===== config.mk =====
export PLATFORM = sky130hd
export DESIGN_NAME = sreg_port
export DESIGN_NICKNAME = d
export VERILOG_FILES = /design/src/rtl/sreg_pkg.sv /design/src/rtl/sreg_sync.sv /design/src/rtl/sreg_serial_if.sv /design/src/rtl/sreg_bank.sv /design/src/rtl/sreg_port.sv
export SDC_FILE = /design/constraint.sdc
export NUM_CORES = 1
export LEC_CHECK = 0
export ABC_AREA = 1
export BUFFER_PORTS_ARGS = -buffer_cell sky130_fd_sc_hd__buf_2
export CAP_MARGIN = 20
export CELL_PAD_IN_SITES_DETAIL_PLACEMENT = 0
export CELL_PAD_IN_SITES_GLOBAL_PLACEMENT = 1
export CORE_ASPECT_RATIO = 1.25
export CORE_UTILIZATION = 40
export DETAILED_ROUTE_END_ITERATION = 10
export PLACE_DENSITY_LB_ADDON = 0.1
export SLEW_MARGIN = 10
export SYNTH_ARGS = -nofsm -noshare
export SYNTH_HDL_FRONTEND = slang
export SYNTH_SLANG_ARGS = --single-unit

===== constraint.sdc =====
create_clock -name clk -period 2.3 [get_ports clk]
set_input_delay 0.46 -clock clk [delete_from_list [all_inputs] [get_ports clk]]
set_output_delay 0.46 -clock clk [all_outputs]
set_load 0.005 [all_outputs]

===== src/rtl/sreg_pkg.sv =====
package sreg_pkg;
  localparam int DW  = 24;
  localparam int AW  = 6;
  localparam int CW  = 5;
  localparam int NCH = 2;
  localparam int MODE_WIDE_BIT = 1;

  typedef enum logic {PH_CMD, PH_DATA} phase_e;

  localparam logic [AW-1:0] A_COMM     = 6'h00;
  localparam logic [AW-1:0] A_IO       = 6'h01;
  localparam logic [AW-1:0] A_REV      = 6'h02;
  localparam logic [AW-1:0] A_TEST     = 6'h03;
  localparam logic [AW-1:0] A_STAT     = 6'h04;
  localparam logic [AW-1:0] A_CSUM     = 6'h05;
  localparam logic [AW-1:0] A_ADC_ZS   = 6'h06;
  localparam logic [AW-1:0] A_ADC_FS   = 6'h07;
  localparam logic [AW-1:0] A_RESULT   = 6'h08;
  localparam logic [AW-1:0] A_CH_ZS    = 6'h10;
  localparam logic [AW-1:0] A_CH_FS    = 6'h18;
  localparam logic [AW-1:0] A_MODE     = 6'h38;
  localparam logic [AW-1:0] A_MODE_ALT = 6'h3A;

  localparam logic [7:0]    IO_RST    = 8'h30;
  localparam logic [7:0]    IO_WMASK  = 8'hF9;
  localparam logic [DW-1:0] MID_SCALE = 24'h800000;
  localparam logic [DW-1:0] CH_FS_RST = 24'h200000;

  localparam logic [CW-1:0] LEN_BYTE = 5'd8;
  localparam logic [CW-1:0] LEN_HALF = 5'd16;
  localparam logic [CW-1:0] LEN_FULL = 5'd24;

  // address of the per-channel copy: bit 1 carries the channel
  function automatic logic [AW-1:0] chan_addr(logic [AW-1:0] base, logic ch);
    return base | {{(AW-2){1'b0}}, ch, 1'b0};
  endfunction

  function automatic logic [CW-1:0] reg_len(logic [AW-1:0] a, logic wide);
    logic [CW-1:0] n;
    n = LEN_BYTE;
    if (a == A_TEST || a == A_ADC_ZS || a == A_ADC_FS) n = LEN_FULL;
    if (a == A_CSUM) n = LEN_HALF;
    for (int c = 0; c < NCH; c++) begin
      if (a == chan_addr(A_CH_ZS, c[0]) || a == chan_addr(A_CH_FS, c[0])) n = LEN_FULL;
      if (a == chan_addr(A_RESULT, c[0])) n = wide ? LEN_FULL : LEN_HALF;
    end
    return n;
  endfunction

  function automatic logic reg_writable(logic [AW-1:0] a);
    logic w;
    w = (a == A_IO) || (a == A_TEST) || (a == A_CSUM) || (a == A_ADC_ZS) ||
        (a == A_ADC_FS) || (a == A_MODE) || (a == A_MODE_ALT);
    for (int c = 0; c < NCH; c++)
      if (a == chan_addr(A_CH_ZS, c[0]) || a == chan_addr(A_CH_FS, c[0])) w = 1'b1;
    return w;
  endfunction

  // place a right-aligned value of len bits at the top of the shift word
  function automatic logic [DW-1:0] msb_align(logic [DW-1:0] v, logic [CW-1:0] len);
    case (len)
      LEN_BYTE: return {v[7:0], 16'h0000};
      LEN_HALF: return {v[15:0], 8'h00};
      default:  return v;
    endcase
  endfunction
endpackage


===== src/rtl/sreg_sync.sv =====
module sreg_sync #(
  parameter int W = 3,
  parameter int STAGES = 2,
  parameter logic [W-1:0] RST_VAL = '0
) (
  input  logic         clk,
  input  logic         rst_n,
  input  logic [W-1:0] d,
  output logic [W-1:0] q
);
  logic [W-1:0] st [STAGES];

  always_ff @(posedge clk or negedge rst_n) begin
    if (!rst_n) begin
      for (int i = 0; i < STAGES; i++) st[i] <= RST_VAL;
    end else begin
      st[0] <= d;
      for (int i = 1; i < STAGES; i++) st[i] <= st[i-1];
    end
  end

  assign q = st[STAGES-1];
endmodule


===== src/rtl/sreg_serial_if.sv =====
module sreg_serial_if
  import sreg_pkg::*;
(
  input  logic          clk,
  input  logic          rst_n,
  input  logic          cs_sync_n,
  input  logic          sclk_sync,
  input  logic          din_sync,
  input  logic          mode_wide,
  input  logic [DW-1:0] rd_data,
  output logic [AW-1:0] rd_addr,
  output logic          wr_en,
  output logic [AW-1:0] wr_addr,
  output logic [DW-1:0] wr_data,
  output logic          dout
);
  phase_e        phase;
  logic [CW-1:0] cnt;
  logic [CW-1:0] len_q;
  logic [DW-1:0] in_sh, out_sh, in_next;
  logic          cmd_rd, load_pend, sclk_prev;
  logic [AW-1:0] cmd_addr;
  logic          rise_evt, fall_evt, last_bit;

  assign rise_evt = sclk_sync & ~sclk_prev & ~cs_sync_n;
  assign fall_evt = ~sclk_sync & sclk_prev & ~cs_sync_n;
  assign in_next  = {in_sh[DW-2:0], din_sync};
  assign last_bit = (cnt == len_q - 5'd1);
  assign rd_addr  = cmd_addr;

  always_ff @(posedge clk or negedge rst_n) begin
    if (!rst_n) begin
      phase <= PH_CMD; cnt <= '0; len_q <= LEN_BYTE;
      in_sh <= '0; out_sh <= '0; cmd_rd <= 1'b0; cmd_addr <= '0;
      load_pend <= 1'b0; sclk_prev <= 1'b0; dout <= 1'b0;
      wr_en <= 1'b0; wr_addr <= '0; wr_data <= '0;
    end else begin
      sclk_prev <= sclk_sync;
      wr_en     <= 1'b0;
      load_pend <= 1'b0;
      if (cs_sync_n) begin
        phase <= PH_CMD;
        cnt   <= '0;
        dout  <= 1'b0;
      end else begin
        if (rise_evt) begin
          in_sh <= in_next;
          if (phase == PH_CMD) begin
            if (cnt == LEN_BYTE - 5'd1) begin
              cmd_rd    <= in_next[6];
              cmd_addr  <= in_next[AW-1:0];
              len_q     <= reg_len(in_next[AW-1:0], mode_wide);
              load_pend <= in_next[6];
              phase     <= PH_DATA;
              cnt       <= '0;
            end else begin
              cnt <= cnt + 5'd1;
            end
          end else if (last_bit) begin
            phase <= PH_CMD;
            cnt   <= '0;
            if (!cmd_rd) begin
              wr_en   <= 1'b1;
              wr_addr <= cmd_addr;
              wr_data <= in_next;
            end
          end else begin
            cnt <= cnt + 5'd1;
          end
        end
        if (load_pend) out_sh <= msb_align(rd_data, len_q);
        if (fall_evt) begin
          if (phase == PH_DATA && cmd_rd) begin
            dout   <= out_sh[DW-1];
            out_sh <= {out_sh[DW-2:0], 1'b0};
          end else begin
            dout <= 1'b0;
          end
        end
      end
    end
  end

  // a high select drops the frame back to the command byte
  a_r9_cs_abort: assert property (@(posedge clk) disable iff (!rst_n)
    cs_sync_n |=> (phase == PH_CMD && cnt == '0));
  // the data-phase bit counter never reaches the register length
  a_r2_cnt_bound: assert property (@(posedge clk) disable iff (!rst_n)
    (phase == PH_DATA) |-> (cnt < len_q));
  // a write is launched only by a sampling edge
  a_r1_wr_on_rise: assert property (@(posedge clk) disable iff (!rst_n)
    wr_en |-> $past(rise_evt));
  // one write pulse per frame
  a_r10_wr_single: assert property (@(posedge clk) disable iff (!rst_n)
    wr_en |=> !wr_en);
  // quiet output across command bytes
  a_r3_dout_quiet: assert property (@(posedge clk) disable iff (!rst_n)
    (fall_evt && phase == PH_CMD) |=> !dout);
endmodule


===== src/rtl/sreg_bank.sv =====
module sreg_bank
  import sreg_pkg::*;
#(
  parameter logic [3:0] REV_HI = 4'h2
) (
  input  logic           clk,
  input  logic           rst_n,
  input  logic           wr_en,
  input  logic [AW-1:0]  wr_addr,
  input  logic [DW-1:0]  wr_data,
  input  logic [AW-1:0]  rd_addr,
  output logic [DW-1:0]  rd_data,
  input  logic [DW-1:0]  ch0_data,
  input  logic [DW-1:0]  ch1_data,
  input  logic [NCH-1:0] adc_rdy,
  output logic [7:0]     mode_q,
  output logic           mode_ch,
  output logic [7:0]     io_q,
  output logic [DW-1:0]  adc_zs_q,
  output logic [DW-1:0]  adc_fs_q
);
  localparam logic [7:0] REV_BYTE = {REV_HI, 4'h4};

  logic [DW-1:0] test_q;
  logic [15:0]   csum_q;
  logic [NCH-1:0][DW-1:0] zs_vec, fs_vec, res_vec;
  logic          wide;

  assign wide = mode_q[MODE_WIDE_BIT];
  assign res_vec[0] = ch0_data;
  assign res_vec[1] = ch1_data;

  always_ff @(posedge clk or negedge rst_n) begin
    if (!rst_n) begin
      mode_q <= 8'h00; mode_ch <= 1'b0; io_q <= IO_RST;
      adc_zs_q <= MID_SCALE; adc_fs_q <= MID_SCALE;
      test_q <= '0; csum_q <= '0;
    end else if (wr_en) begin
      case (wr_addr)
        A_IO:       io_q     <= wr_data[7:0] & IO_WMASK;
        A_TEST:     test_q   <= wr_data;
        A_CSUM:     csum_q   <= wr_data[15:0];
        A_ADC_ZS:   adc_zs_q <= wr_data;
        A_ADC_FS:   adc_fs_q <= wr_data;
        A_MODE:     begin mode_q <= wr_data[7:0]; mode_ch <= 1'b0; end
        A_MODE_ALT: begin mode_q <= wr_data[7:0]; mode_ch <= 1'b1; end
        default: ;
      endcase
    end
  end

  for (genvar gc = 0; gc < NCH; gc++) begin : g_ch
    logic [DW-1:0] zs_q, fs_q;
    always_ff @(posedge clk or negedge rst_n) begin
      if (!rst_n) begin
        zs_q <= MID_SCALE;
        fs_q <= CH_FS_RST;
      end else if (wr_en) begin
        if (wr_addr == chan_addr(A_CH_ZS, gc[0])) zs_q <= wr_data;
        if (wr_addr == chan_addr(A_CH_FS, gc[0])) fs_q <= wr_data;
      end
    end
    assign zs_vec[gc] = zs_q;
    assign fs_vec[gc] = fs_q;
  end

  always_comb begin
    rd_data = '0;
    case (rd_addr)
      A_IO:     rd_data = {16'h0, io_q};
      A_REV:    rd_data = {16'h0, REV_BYTE};
      A_TEST:   rd_data = test_q;
      A_STAT:   rd_data = {16'h0, {(8-NCH){1'b0}}, adc_rdy};
      A_CSUM:   rd_data = {8'h0, csum_q};
      A_ADC_ZS: rd_data = adc_zs_q;
      A_ADC_FS: rd_data = adc_fs_q;
      A_MODE:   rd_data = {16'h0, mode_q};
      default:  rd_data = '0;
    endcase
    for (int c = 0; c < NCH; c++) begin
      if (rd_addr == chan_addr(A_CH_ZS, c[0])) rd_data = zs_vec[c];
      if (rd_addr == chan_addr(A_CH_FS, c[0])) rd_data = fs_vec[c];
      if (rd_addr == chan_addr(A_RESULT, c[0]))
        rd_data = wide ? res_vec[c] : {8'h0, res_vec[c][DW-1:8]};
    end
  end

  // the alias address records channel 1, the base address channel 0
  a_r6_mode_alt: assert property (@(posedge clk) disable iff (!rst_n)
    (wr_en && wr_addr == A_MODE_ALT) |=> (mode_ch && mode_q == $past(wr_data[7:0])));
  a_r6_mode_base: assert property (@(posedge clk) disable iff (!rst_n)
    (wr_en && wr_addr == A_MODE) |=> (!mode_ch && mode_q == $past(wr_data[7:0])));
  // writes aimed at read-only or undefined locations leave storage alone
  a_r8_ro_ignored: assert property (@(posedge clk) disable iff (!rst_n)
    (wr_en && !reg_writable(wr_addr)) |=>
      ($stable(mode_q) && $stable(io_q) && $stable(adc_zs_q) && $stable(adc_fs_q)));
  // the two reserved I/O bits stay clear
  a_r13_io_reserved: assert property (@(posedge clk) disable iff (!rst_n)
    io_q[2:1] == 2'b00);
endmodule


===== src/rtl/sreg_port.sv =====
module sreg_port
  import sreg_pkg::*;
#(
  parameter logic [3:0] REV_HI = 4'h2,
  parameter int SYNC_STAGES = 2
) (
  input  logic           clk,
  input  logic           rst_n,
  input  logic           cs_n,
  input  logic           sclk,
  input  logic           din,
  output logic           dout,
  input  logic [DW-1:0]  ch0_data,
  input  logic [DW-1:0]  ch1_data,
  input  logic [NCH-1:0] adc_rdy,
  output logic [7:0]     mode_q,
  output logic           mode_ch,
  output logic [7:0]     io_q,
  output logic [DW-1:0]  adc_zs_q,
  output logic [DW-1:0]  adc_fs_q
);
  logic          cs_s_n, sclk_s, din_s;
  logic [DW-1:0] rd_data, wr_data;
  logic [AW-1:0] rd_addr, wr_addr;
  logic          wr_en;

  sreg_sync #(.W(3), .STAGES(SYNC_STAGES), .RST_VAL(3'b100)) u_sync (
    .clk(clk), .rst_n(rst_n), .d({cs_n, sclk, din}), .q({cs_s_n, sclk_s, din_s}));

  sreg_serial_if u_if (
    .clk(clk), .rst_n(rst_n), .cs_sync_n(cs_s_n), .sclk_sync(sclk_s),
    .din_sync(din_s), .mode_wide(mode_q[MODE_WIDE_BIT]), .rd_data(rd_data),
    .rd_addr(rd_addr), .wr_en(wr_en), .wr_addr(wr_addr), .wr_data(wr_data),
    .dout(dout));

  sreg_bank #(.REV_HI(REV_HI)) u_bank (
    .clk(clk), .rst_n(rst_n), .wr_en(wr_en), .wr_addr(wr_addr),
    .wr_data(wr_data), .rd_addr(rd_addr), .rd_data(rd_data),
    .ch0_data(ch0_data), .ch1_data(ch1_data), .adc_rdy(adc_rdy),
    .mode_q(mode_q), .mode_ch(mode_ch), .io_q(io_q),
    .adc_zs_q(adc_zs_q), .adc_fs_q(adc_fs_q));
endmodule


==> summary.txt <==
Timing
  • Final Worst Setup Slack: 61.1 ps
  • Max Clk Rate: 447 MHz
  • Hold slack: 24.5 ps
  • Relative slew margins: 62.4%
  • Final max-slew violation count: 0
  • Setup Skew: 17.9 ps
  • Slew @ Worst Pin: 563 ps
  • RSZ-0062 raised after global routing: yes
  • Final Hold Fails: 0
  • Crit path time final: 2240 ps
  • Final setup vio count: 0
  • Final period util: 97.3%

Drt
  • Residual DRC: 0
  • Drt total wl: 48.3 mm
  • 1st-iter DRT viols: 1038
  • Final ANT Viol Nets: 0
  • Post-DR vias/cell: 5.27
  • Routed vias: 12600
  • Drt first pass iters: 5
  • Wire length per cell: 20.2 µm

Logic synthesis
  • Post-synth top flop: dfrtp_1
  • Dominant cell type by area after synthesis: dfrtp_1
  • Asr flop ratio synth: 100%
  • Mapped Avg Cell Area: 7.96 µm²
  • Synth Register Bits: 301
  • Synth area leaders: dfrtp_1, nand2_1, o21ai_0
  • Post-synth EDFFs: 0
  • Sequential fraction of the synthesis area: 53.7%
  • Netlist cell types: 39
  • Synthesized area: 0.0141 mm²
  • Synth top area share: 51.6%
  • Cells after Synth: 1765
  • Total number of yosys warnings: 0

Power
  • Worst VDD drop: 0.544 mV
  • Pwr dens: 684 mW/mm²
  • LEAKAGE: 7.85 nW

Setup path
  • Reg2Reg Depth: 15
  • CP Class: register to register
  • CP endpoint kind: register
  • CP Launch Type: register
  • Worst Path Max Fanout: 6
  • Critical R2R Capture: u_if.out_sh[20]
  • Crit path arrival time: 2700 ps
  • Worst R2R Start: u_if.rd_addr[4]
  • R2r setup slk: 60 ps
  • CP required: 2760 ps

CTS
  • CTS clock-pin slew for the worst setup and hold paths: 60 ps
  • CTS tree: built
  • CTS root buf: clkbuf_16
  • Later-pin clock latency in the skew report: 530 ps
  • CTS H-tree lvls: 2
  • Clock sinks: 301
  • CTS Buffer Depth: 3
  • CTS Buf Count: 34

Floorplan
  • I/O pins: 121
  • Core area: 0.0345 mm²
  • Die area: 0.0359 mm²
  • Die Y: 212 µm
  • Row count: 76
  • Initial Util: 40.7%
  • Chip width: 170 µm

GRT
  • Largest net degree at the start of global routing: 67
  • Vias in the first global route: 11900
  • Initial antenna violation count: 0
  • GRT overflow: 0
  • Gr usage total: 27.2%
  • Global-route wire length before repair: 73.3 mm

Place
  • Gpl congestion: 1.06
  • Dpl ws: 35.5 ps
  • Port Buffer Count: 118
  • Hpwl dp: 34.5 mm

Min path
  • Min-delay src: cs_n
  • WHS Endpoint: u_sync.st[5]
  • Hold depth: 1
  • Hold crit path type: primary input to register

Outcome
  • Outcome: complete, no violations

Layout
  • Inserted Diodes: 0
  • Layout cells sized above 1: 15.9%
  • Final nets: 1955
  • Synthesis-to-layout area growth: 19.5%

Run
  • Max-Cap Viols: 0
## cells in the final DEF (no fill, tap or decap), types with 2 or more instances in the layout
master / count
nor2_2: 8
nor4_1: 2
nand4_1: 26
a32o_1: 2
o21ai_0: 271
buf_6: 4
nand2_2: 6
clkbuf_1: 8
or2_0: 7
buf_2: 118
nand3_1: 110
dfstp_2: 11
o22ai_1: 2
nor2_4: 5
clkbuf_8: 9
nor2_1: 119
nor3_1: 5
inv_2: 9
inv_1: 96
dfrtp_2: 4
clkbuf_16: 38
o31ai_1: 2
o21ai_1: 12
buf_4: 55
xor2_1: 3
conb_1: 2
o211ai_1: 14
clkinvlp_4: 2
a21oi_1: 88
nand3_2: 2
and3_1: 5
inv_4: 2
buf_12: 14
or2_2: 4
clkinv_2: 4
dfrtp_1: 286
nand2_1: 547
nor3_4: 3
ha_1: 2
o21a_1: 2
## metrics by stage
step	instances	total power, mW	utilization (%)	area (µm²)	setup TNS [ps]
3_3_place_gp	2313	6.14	44.8	15400	0
3_5_place_dp	2313	6.14	44.8	15400	0
5_1_grt	2390	11.9	48.6	16800	-95.7
2_1_floorplan	1766	5.84	-	14100	0
4_1_cts	2375	11.6	48.0	16600	0
6_report	2390	11.5	48.6	16800	0
## where the power goes
group          switching (mW)  internal, mW  total [mW]  leakage [nW]
sequential              0.117          5.42        5.53          4.12
clock                    2.20          3.23        5.42         0.550
combinational           0.338         0.180       0.518          3.18
total                    2.65          8.82        11.5          7.85
## cell usage after synthesis (4+ instances only)
cell and number:
inv_1 97, buf_2 18, or2_2 4, dfrtp_1 290
clkbuf_1 71, nand2_1 551, o21ai_0 273, and3_1 5
o211ai_1 14, a21oi_1 89, nor2_2 6, nand4_1 26
nor2_1 122, o21ai_1 10, nor2_4 4, buf_4 8
dfstp_2 11, nor3_1 6, inv_2 10, or2_0 7
nand3_1 112
## how the worst max path moves through the flow
| stage | from | to | slack [ps] | cells after the start |
|---|---|---|---|---|
| 2_1_floorplan | u_if.len_q[3] | u_if.wr_data[6] | 150 | 9 |
| 3_3_place_gp | u_if.rd_addr[0] | u_if.out_sh[20] | 40 | 15 |
| 3_5_place_dp | u_if.rd_addr[4] | u_if.out_sh[23] | 40 | 15 |
| 4_1_cts | u_if.rd_addr[4] | u_if.out_sh[23] | 20 | 15 |
| 5_1_grt | u_if.rd_addr[4] | u_if.out_sh[20] | -50 | 15 |
| 6_report | u_if.rd_addr[4] | u_if.out_sh[20] | 60 | 15 |
## flip-flops by register name, indices dropped and copies added (netlist names), 2 cells and up
register	cells
u_bank.csum_q	16
u_if.len_q	2
u_bank.test_q	24
u_if.wr_addr	6
u_bank.mode_q	8
u_bank.adc_fs_q	24
u_if.cnt	5
u_sync.st	3
u_if.wr_data	24
u_bank.g_ch.fs_q	48
u_bank.g_ch.zs_q	48
u_bank.adc_zs_q	24
u_bank.io_q	6
u_if.out_sh	24
u_if.in_sh	23
u_sync.q	3
u_if.rd_addr	6
## critical path, cell delays in order (launching register included)
cell and delay, ps:
dfrtp_2 450, nor2_4 190, buf_4 180, nand3_2 140
buf_6 180, nor2_1 130, nor2_1 90, nand4_1 180
nand2_1 100, nand4_1 180, nand2_1 70, nand3_1 80
nand2_1 60, nand2_1 60, nand2_1 50, nand2_1 50
## layout make-up
cell class	instances	area (µm²)
timing repair buffer	194	1380
fill	3481	17700
tap	468	586
inverter	108	410
clock buffer	54	1080
clock inverter	7	43.8
sequential	301	7550
multi-input combinational	1258	5740
## metal layers
layer  vias to the layer above  track usage (%)  part of all wire [%]
met3                        61             3.12                   4.8
met5                         -                0                     0
li1                       6025                -                     -
met1                      6156             37.6                    44
met4                         0             6.99                   2.1
met2                       364             45.4                    49
## kinds of logic after synthesis
logic type               synth area share, %
AND/OR/NAND/NOR                         25.1
AO/OA/AOI/OAI                           14.7
flip-flops                              53.7
buffers and inverters                   5.96
XOR/XNOR                               0.249
adder cells (fa/ha/maj)                0.267
other                                 0.0267
## timing repair
item                                    in CTS  in global routing
resized for setup                            0                 27
hold buffers                                 1                  0
buffers inserted                             0                 12
endpoints found under the setup margin       0                 30
endpoints found under the hold margin       44                  0
(Power assumes the default switching activity.)
